--- src/rtl/i2cm_pkg.sv ---
package i2cm_pkg;
    typedef enum logic [3:0] {
        S_IDLE,
        S_WAIT_FREE,
        S_START_A,
        S_START_B,
        S_BIT_LOW,
        S_BIT_HIGH,
        S_HOLD,
        S_RS_A,
        S_RS_B,
        S_STOP_A,
        S_STOP_B,
        S_STOP_C
    } eng_state_e;
endpackage

--- src/rtl/i2cm_sync.sv ---
module i2cm_sync #(
    parameter int W = 2
) (
    input  logic         clk,
    input  logic         rst_n,
    input  logic [W-1:0] d,
    output logic [W-1:0] q
);
    logic [W-1:0] meta_q;

    always_ff @(posedge clk or negedge rst_n) begin
        if (!rst_n) begin
            meta_q <= '1;
            q      <= '1;
        end else begin
            meta_q <= d;
            q      <= meta_q;
        end
    end
endmodule

--- src/rtl/i2cm_tick.sv ---
module i2cm_tick #(
    parameter int DIV_W = 16
) (
    input  logic             clk,
    input  logic             rst_n,
    input  logic             en,
    input  logic [DIV_W-1:0] div,
    output logic             tick
);
    logic [DIV_W-1:0] cnt_q;

    always_ff @(posedge clk or negedge rst_n) begin
        if (!rst_n) begin
            cnt_q <= '0;
            tick  <= 1'b0;
        end else if (!en) begin
            cnt_q <= '0;
            tick  <= 1'b0;
        end else if (cnt_q == div) begin
            cnt_q <= '0;
            tick  <= 1'b1;
        end else begin
            cnt_q <= cnt_q + 1'b1;
            tick  <= 1'b0;
        end
    end

    // with a nonzero divisor, ticks never come back to back
    a_r1_tick_spacing: assert property (@(posedge clk) disable iff (!rst_n)
        (tick && en && div != '0 && $stable(div)) |=> !tick);
endmodule

--- src/rtl/i2cm_busmon.sv ---
module i2cm_busmon (
    input  logic clk,
    input  logic rst_n,
    input  logic scl_s,
    input  logic sda_s,
    output logic bus_busy
);
    logic scl_p, sda_p;
    logic start_seen, stop_seen;

    assign start_seen = scl_p && scl_s && sda_p && !sda_s;
    assign stop_seen  = scl_p && scl_s && !sda_p && sda_s;

    always_ff @(posedge clk or negedge rst_n) begin
        if (!rst_n) begin
            scl_p    <= 1'b1;
            sda_p    <= 1'b1;
            bus_busy <= 1'b0;
        end else begin
            scl_p <= scl_s;
            sda_p <= sda_s;
            if (start_seen)     bus_busy <= 1'b1;
            else if (stop_seen) bus_busy <= 1'b0;
        end
    end

    a_r3_busy_on_start: assert property (@(posedge clk) disable iff (!rst_n)
        start_seen |=> bus_busy);
    a_r3_free_on_stop: assert property (@(posedge clk) disable iff (!rst_n)
        stop_seen |=> !bus_busy);
endmodule

--- src/rtl/i2c_byte_master.sv ---
module i2c_byte_master
    import i2cm_pkg::*;
#(
    parameter int DIV_W      = 16,
    parameter int HALF_TICKS = 2,
    parameter int FREE_TICKS = 4
) (
    input  logic             clk,
    input  logic             rst_n,
    input  logic             en,
    input  logic [DIV_W-1:0] div,
    input  logic             req_start,
    input  logic             req_byte,
    input  logic             req_stop,
    input  logic             tx_mode,
    input  logic [7:0]       wdata,
    input  logic             ack_ctl,
    input  logic             scl_i,
    input  logic             sda_i,
    output logic             scl_oe,
    output logic             sda_oe,
    output logic [7:0]       rdata,
    output logic             ready,
    output logic             done,
    output logic             ack_rcvd,
    output logic             bus_busy
);
    // HALF_TICKS must be at least 2 so SDA moves strictly inside the low phase
    localparam int MAXT  = (FREE_TICKS > HALF_TICKS) ? FREE_TICKS : HALF_TICKS;
    localparam int CNT_W = $clog2(MAXT + 1);
    localparam logic [CNT_W-1:0] HALF_LAST = CNT_W'(HALF_TICKS - 1);
    localparam logic [CNT_W-1:0] FREE_LAST = CNT_W'(FREE_TICKS - 1);

    eng_state_e       st_q, st_d;
    logic [CNT_W-1:0] ph_cnt;
    logic [3:0]       bit_idx;
    logic [7:0]       shreg;
    logic             xmit_q, ackc_q, sda_q;
    logic             tick, scl_s, sda_s;
    logic             counting, ph_done, wait_hi, sda_want;
    logic [CNT_W-1:0] ph_last;

    i2cm_sync #(.W(2)) u_sync (
        .clk(clk), .rst_n(rst_n), .d({scl_i, sda_i}), .q({scl_s, sda_s})
    );

    i2cm_tick #(.DIV_W(DIV_W)) u_tick (
        .clk(clk), .rst_n(rst_n), .en(en), .div(div), .tick(tick)
    );

    i2cm_busmon u_busmon (
        .clk(clk), .rst_n(rst_n), .scl_s(scl_s), .sda_s(sda_s), .bus_busy(bus_busy)
    );

    // phase timing: high phases count only once SCL is seen high
    always_comb begin
        wait_hi = (st_q == S_BIT_HIGH) || (st_q == S_RS_B) || (st_q == S_STOP_B);
        if (st_q == S_WAIT_FREE)                    counting = !bus_busy;
        else if (st_q == S_IDLE || st_q == S_HOLD)  counting = 1'b0;
        else                                        counting = !wait_hi || scl_s;
        ph_last = (st_q == S_WAIT_FREE) ? FREE_LAST : HALF_LAST;
        ph_done = tick && counting && (ph_cnt == ph_last);
    end

    // next state
    always_comb begin
        st_d = st_q;
        unique case (st_q)
            S_IDLE:      if (req_start) st_d = S_WAIT_FREE;
            S_WAIT_FREE: if (ph_done) st_d = S_START_A;
            S_START_A:   if (ph_done) st_d = S_START_B;
            S_START_B:   if (ph_done) st_d = S_BIT_LOW;
            S_BIT_LOW:   if (ph_done) st_d = S_BIT_HIGH;
            S_BIT_HIGH:  if (ph_done) st_d = (bit_idx == 4'd8) ? S_HOLD : S_BIT_LOW;
            S_HOLD: begin
                if (req_start)     st_d = S_RS_A;
                else if (req_stop) st_d = S_STOP_A;
                else if (req_byte) st_d = S_BIT_LOW;
            end
            S_RS_A:      if (ph_done) st_d = S_RS_B;
            S_RS_B:      if (ph_done) st_d = S_START_A;
            S_STOP_A:    if (ph_done) st_d = S_STOP_B;
            S_STOP_B:    if (ph_done) st_d = S_STOP_C;
            S_STOP_C:    if (ph_done) st_d = S_IDLE;
            default:     st_d = S_IDLE;
        endcase
        if (!en) st_d = S_IDLE;
    end

    // SDA level wanted during SCL-low states (1 = pull low)
    always_comb begin
        unique case (st_q)
            S_BIT_LOW: begin
                if (bit_idx < 4'd8) sda_want = xmit_q ? !shreg[7] : 1'b0;
                else                sda_want = xmit_q ? 1'b0 : ackc_q;
            end
            S_STOP_A: sda_want = 1'b1;
            default:  sda_want = 1'b0;
        endcase
    end

    // state register and datapath
    always_ff @(posedge clk or negedge rst_n) begin
        if (!rst_n) begin
            st_q     <= S_IDLE;
            ph_cnt   <= '0;
            bit_idx  <= '0;
            shreg    <= '0;
            xmit_q   <= 1'b0;
            ackc_q   <= 1'b0;
            sda_q    <= 1'b0;
            done     <= 1'b0;
            ack_rcvd <= 1'b0;
        end else begin
            st_q <= st_d;
            done <= 1'b0;
            if (!en || st_d != st_q)                  ph_cnt <= '0;
            else if (st_q == S_WAIT_FREE && bus_busy) ph_cnt <= '0;
            else if (tick && counting)                ph_cnt <= ph_cnt + 1'b1;

            if (!en) begin
                bit_idx <= '0;
                sda_q   <= 1'b0;
            end else begin
                if ((st_q == S_IDLE || st_q == S_HOLD) && req_start) begin
                    shreg   <= wdata;
                    xmit_q  <= 1'b1;
                    bit_idx <= '0;
                end else if (st_q == S_HOLD && !req_stop && req_byte) begin
                    shreg   <= wdata;
                    xmit_q  <= tx_mode;
                    ackc_q  <= ack_ctl;
                    bit_idx <= '0;
                end
                if (tick && ph_cnt == '0 && (st_q == S_BIT_LOW || st_q == S_HOLD ||
                                             st_q == S_RS_A || st_q == S_STOP_A))
                    sda_q <= sda_want;
                if (st_q == S_START_B) sda_q <= 1'b1;
                if (st_q == S_BIT_HIGH && ph_done) begin
                    if (bit_idx < 4'd8) begin
                        shreg <= {shreg[6:0], sda_s};
                    end else begin
                        ack_rcvd <= !sda_s;
                        done     <= 1'b1;
                    end
                    bit_idx <= bit_idx + 4'd1;
                end
            end
        end
    end

    // outputs
    always_comb begin
        scl_oe = 1'b0;
        sda_oe = sda_q;
        unique case (st_q)
            S_START_A:                   sda_oe = 1'b1;
            S_START_B: begin scl_oe = 1'b1; sda_oe = 1'b1; end
            S_IDLE, S_WAIT_FREE, S_STOP_C: sda_oe = 1'b0;
            S_BIT_LOW, S_HOLD, S_RS_A, S_STOP_A: scl_oe = 1'b1;
            default: ;
        endcase
        ready = (st_q == S_IDLE) || (st_q == S_HOLD);
        rdata = shreg;
    end

    a_r5_sda_still_while_high: assert property (@(posedge clk) disable iff (!rst_n)
        (st_q == S_BIT_HIGH && $past(st_q) == S_BIT_HIGH) |-> $stable(sda_oe));
    a_r8_wait_for_scl: assert property (@(posedge clk) disable iff (!rst_n)
        (st_q == S_BIT_HIGH && !scl_s && en) |=> (st_q == S_BIT_HIGH));
    a_r2_no_start_when_busy: assert property (@(posedge clk) disable iff (!rst_n)
        (st_q == S_WAIT_FREE && bus_busy) |=> (st_q != S_START_A));
    a_r11_release_on_disable: assert property (@(posedge clk) disable iff (!rst_n)
        !en |=> (!scl_oe && !sda_oe));
    a_r6_done_parks_low: assert property (@(posedge clk) disable iff (!rst_n)
        done |-> (scl_oe && ready));
endmodule

--- config.mk ---
export PLATFORM = sky130hd
export DESIGN_NAME = i2c_byte_master
export DESIGN_NICKNAME = d
export VERILOG_FILES = /design/src/rtl/i2cm_pkg.sv /design/src/rtl/i2cm_sync.sv /design/src/rtl/i2cm_tick.sv /design/src/rtl/i2cm_busmon.sv /design/src/rtl/i2c_byte_master.sv
export SDC_FILE = /design/constraint.sdc
export NUM_CORES = 1
export LEC_CHECK = 0
export BUFFER_PORTS_ARGS = -buffer_cell sky130_fd_sc_hd__buf_4
export CAP_MARGIN = 20
export CORE_ASPECT_RATIO = 0.6
export CORE_MARGIN = 1
export CORE_UTILIZATION = 38
export CTS_BUF_LIST = sky130_fd_sc_hd__clkbuf_2
export DETAILED_ROUTE_END_ITERATION = 10
export GPL_ROUTABILITY_DRIVEN = 0
export PLACE_DENSITY_LB_ADDON = 0.05
export SYNTH_ARGS = -nofsm -noshare
export SYNTH_HDL_FRONTEND = slang
export SYNTH_SLANG_ARGS = --single-unit
--- constraint.sdc ---
create_clock -name clk -period 5.2 [get_ports clk]
set_input_delay 1.04 -clock clk [delete_from_list [all_inputs] [get_ports clk]]
set_output_delay 1.04 -clock clk [all_outputs]
set_load 0.005 [all_outputs]
==> results.json <==
{
  "status": "finished clean",
  "async_flop_share": 1.00,
  "cp_cell_sequence": "nor3b_1, o21ai_0, o21ai_0, buf_4",
  "rows": 23,
  "ys.flop_type": "dfrtp_1",
  "yosysMostFrequentCell": "dfrtp_1",
  "synthCells": 299,
  "cts_sinks": 48,
  "dr.pass1.iters": 5,
  "synth_area_leader_cell": "dfrtp_1",
  "avgSynthCellArea_um2": 9.46,
  "drc": 0,
  "die_height_um": 68.8,
  "max_freq_mhz": 339,
  "p_leak_nw": 1.45,
  "synthToLayoutAreaGrowth_pct": 16.4,
  "skew_ns": 0.0106,
  "grt_usage": 0.193,
  "clkTransAtPathRegs_ns": 0.25,
  "drive_gt1_frac": 0.224,
  "vias": 2327,
  "cts_buffer_depth": 2,
  "hold_viol": 0,
  "maxCapViolations": 0,
  "rsz0062_at_grt": "false",
  "post-route-period-util": 0.567,
  "clk_latency_ns": 0.45,
  "antenna_found_initial": 0,
  "drt-total-wl_um": 6950,
  "cts_inserted_buffers": 5,
  "p_per_area_nw_per_um2": 207,
  "core_area_um2": 6940,
  "vdd_drop_max_uv": 147,
  "ys_seq_elements": 48,
  "n_antenna_cell": 0,
  "hold_path_class": "reg2reg",
  "synth-edff-count": 0,
  "endpoint_kind": "output pin",
  "synth_nets": 338,
  "rrSetupSlack_ns": 2.76,
  "ctsRootBufferMaster": "clkbuf_2",
  "gr-total-overflow": 0,
  "ant_nets": 0,
  "critPathArrivalTime_ns": 1.91,
  "portBuffers": 47,
  "yosysSeqAreaShare": 0.427,
  "yosysWarnings": 0,
  "finalSetupViolations": 0,
  "htreeDepth": 2,
  "ctsHoldBuffers": 0,
  "dieArea_um2": 7810,
  "drv_slew": 0,
  "grt_pass1_wl_um": 11200,
  "first_global_vias": 2156,
  "crit_path_max_fanout": 19,
  "slowest_delay_ns": 0.65,
  "finalCriticalPeriod_ns": 2.95,
  "crit_path_frequent_cell": "o21ai_0",
  "post-dp-hpwl_um": 5250,
  "critical_path_class": "reg2out",
  "synth_area_leaders": "dfrtp_1, xor2_1, dfstp_2",
  "worstSetupStartpointType": "register",
  "cts.repair.resized": 0,
  "ios": 48,
  "postCtsSetupBuffers": 0,
  "worst_slack_ns": 2.25,
  "synth_common_cells": "dfrtp_1, nor2_1, inv_1, xor2_1, nand2_1",
  "synth.distinct_cells": 56,
  "final_core_util": 0.475,
  "crit_required_ns": 4.16,
  "slowest_stage": "dfrtp_1",
  "fin_tns_setup_ns": 0,
  "syn_area_um2": 2830,
  "slew_headroom": 0.591,
  "whs_ns": 0.375,
  "die_x_um": 113,
  "worst_pin_slew_ns": 0.613,
  "viasPerCell": 5.24,
  "grt_max_degree": 49,
  "synth_top_cell_area_share": 0.372,
  "dr.first_iter.drc_count": 157,
  "dpl_worst_slack_ns": 2.65,
  "wire_per_inst_um": 15.6,
  "finalNetCount": 382,
  "cts_tree": "yes",
  "initial_core_util": 0.408
}
-- critical path, delay by kind of cell (launching register included) --
kind | cells | cell delay (ns)
flip-flops | 1 | 0.65
AND/OR/NAND/NOR | 1 | 0.41
AO/OA/AOI/OAI | 2 | 0.26
buffers and inverters | 1 | 0.14
-- area by class of cell --
cell class,count,area (um^2)
clock inverters,3,17.5
fillers,683,3640
inverters,23,86.3
flip-flops and latches,48,1210
clock buffers,5,25.0
multi-input cells,218,1480
well taps,100,125
repair buffers,47,353
-- state kept, by name (all words and copies together), names as in the netlist --
register           cells
ack_rcvd               1
ackc_q                 1
bit_idx                4
done                   1
ph_cnt                 3
rdata                  8
sda_q                  1
st_q                   4
u_busmon.bus_busy      1
u_busmon.scl_p         1
u_busmon.sda_p         1
u_sync.meta_q          2
u_sync.q               2
u_tick.cnt_q          16
u_tick.tick            1
xmit_q                 1
-- where the power goes --
group          total, mW  switching (mW)  internal [mW]
combinational      0.110          0.0557         0.0548
sequential         0.408          0.0155          0.393
clock              0.162           0.129         0.0329
total              0.680           0.200          0.480
-- cell usage in the layout (no fill, tap or decap), types with 2 or more instances in the layout --
master and instances:
mux2_2 2, nand2_1 22, nor3b_1 2, o31ai_2 2
o21ai_0 15, o2111ai_1 2, nand2b_1 5, nand4_1 8
xnor2_1 10, and3b_1 2, nor4_1 7, dfstp_2 6
xor2_1 23, and2_1 2, mux2i_1 5, dfrtp_1 42
nand3_1 14, o211a_1 2, o21ai_1 2, nor2_1 32
nand3b_1 2, and4_1 2, a31oi_1 5, o221ai_1 2
inv_1 23, buf_4 47, a21oi_1 6, nor2b_1 4
ha_1 5, and3_1 3, nor3_1 4, a22oi_1 2
o221ai_2 5, clkbuf_2 5
-- metrics by stage --
stage          cell area, um^2  power (mW)  instances
6_report                  3290       0.680        444
2_1_floorplan             2830       0.463        299
4_1_cts                   3290       0.690        444
3_5_place_dp              3250       0.526        436
5_1_grt                   3290       0.721        444
3_3_place_gp              3250       0.526        436
-- cells by family (layout without fill, tap and decap cells) --
family	count (synthesis)	count (layout)	synth area share
muxes	7	7	0.0257
adders and majority gates	5	5	0.0221
AOI/OAI and AO/OA	54	54	0.147
xor gates and xnor gates	33	33	0.102
and+or+nand+nor	119	119	0.226
buffers and inverters	33	78	0.0504
DFF	48	48	0.427
-- metal layers --
| metal | vias to the layer above | GRT usage | part of all wire |
|---|---|---|---|
| li1 | 1135 | - | - |
| met1 | 1132 | 0.300 | 0.54 |
| met2 | 53 | 0.263 | 0.40 |
| met3 | 7 | 0.0498 | 0.053 |
| met4 | 0 | 0.0395 | 0.0069 |
| met5 | - | 0 | 0 |
-- path summary, 6_finish.rpt --
kind,from,endpoint,cells after the start
setup / recovery,st_q[1],scl_oe,4
hold / removal,u_sync.meta_q[0],u_sync.q[0],0
setup reg to reg,st_q[1],rdata[6],5
hold reg to reg,u_sync.meta_q[0],u_sync.q[0],0
max in group asynchronous,rst_n,u_sync.q[0],1
min in group asynchronous,rst_n,ph_cnt[0],1
Power figures use the tool's default switching activity.
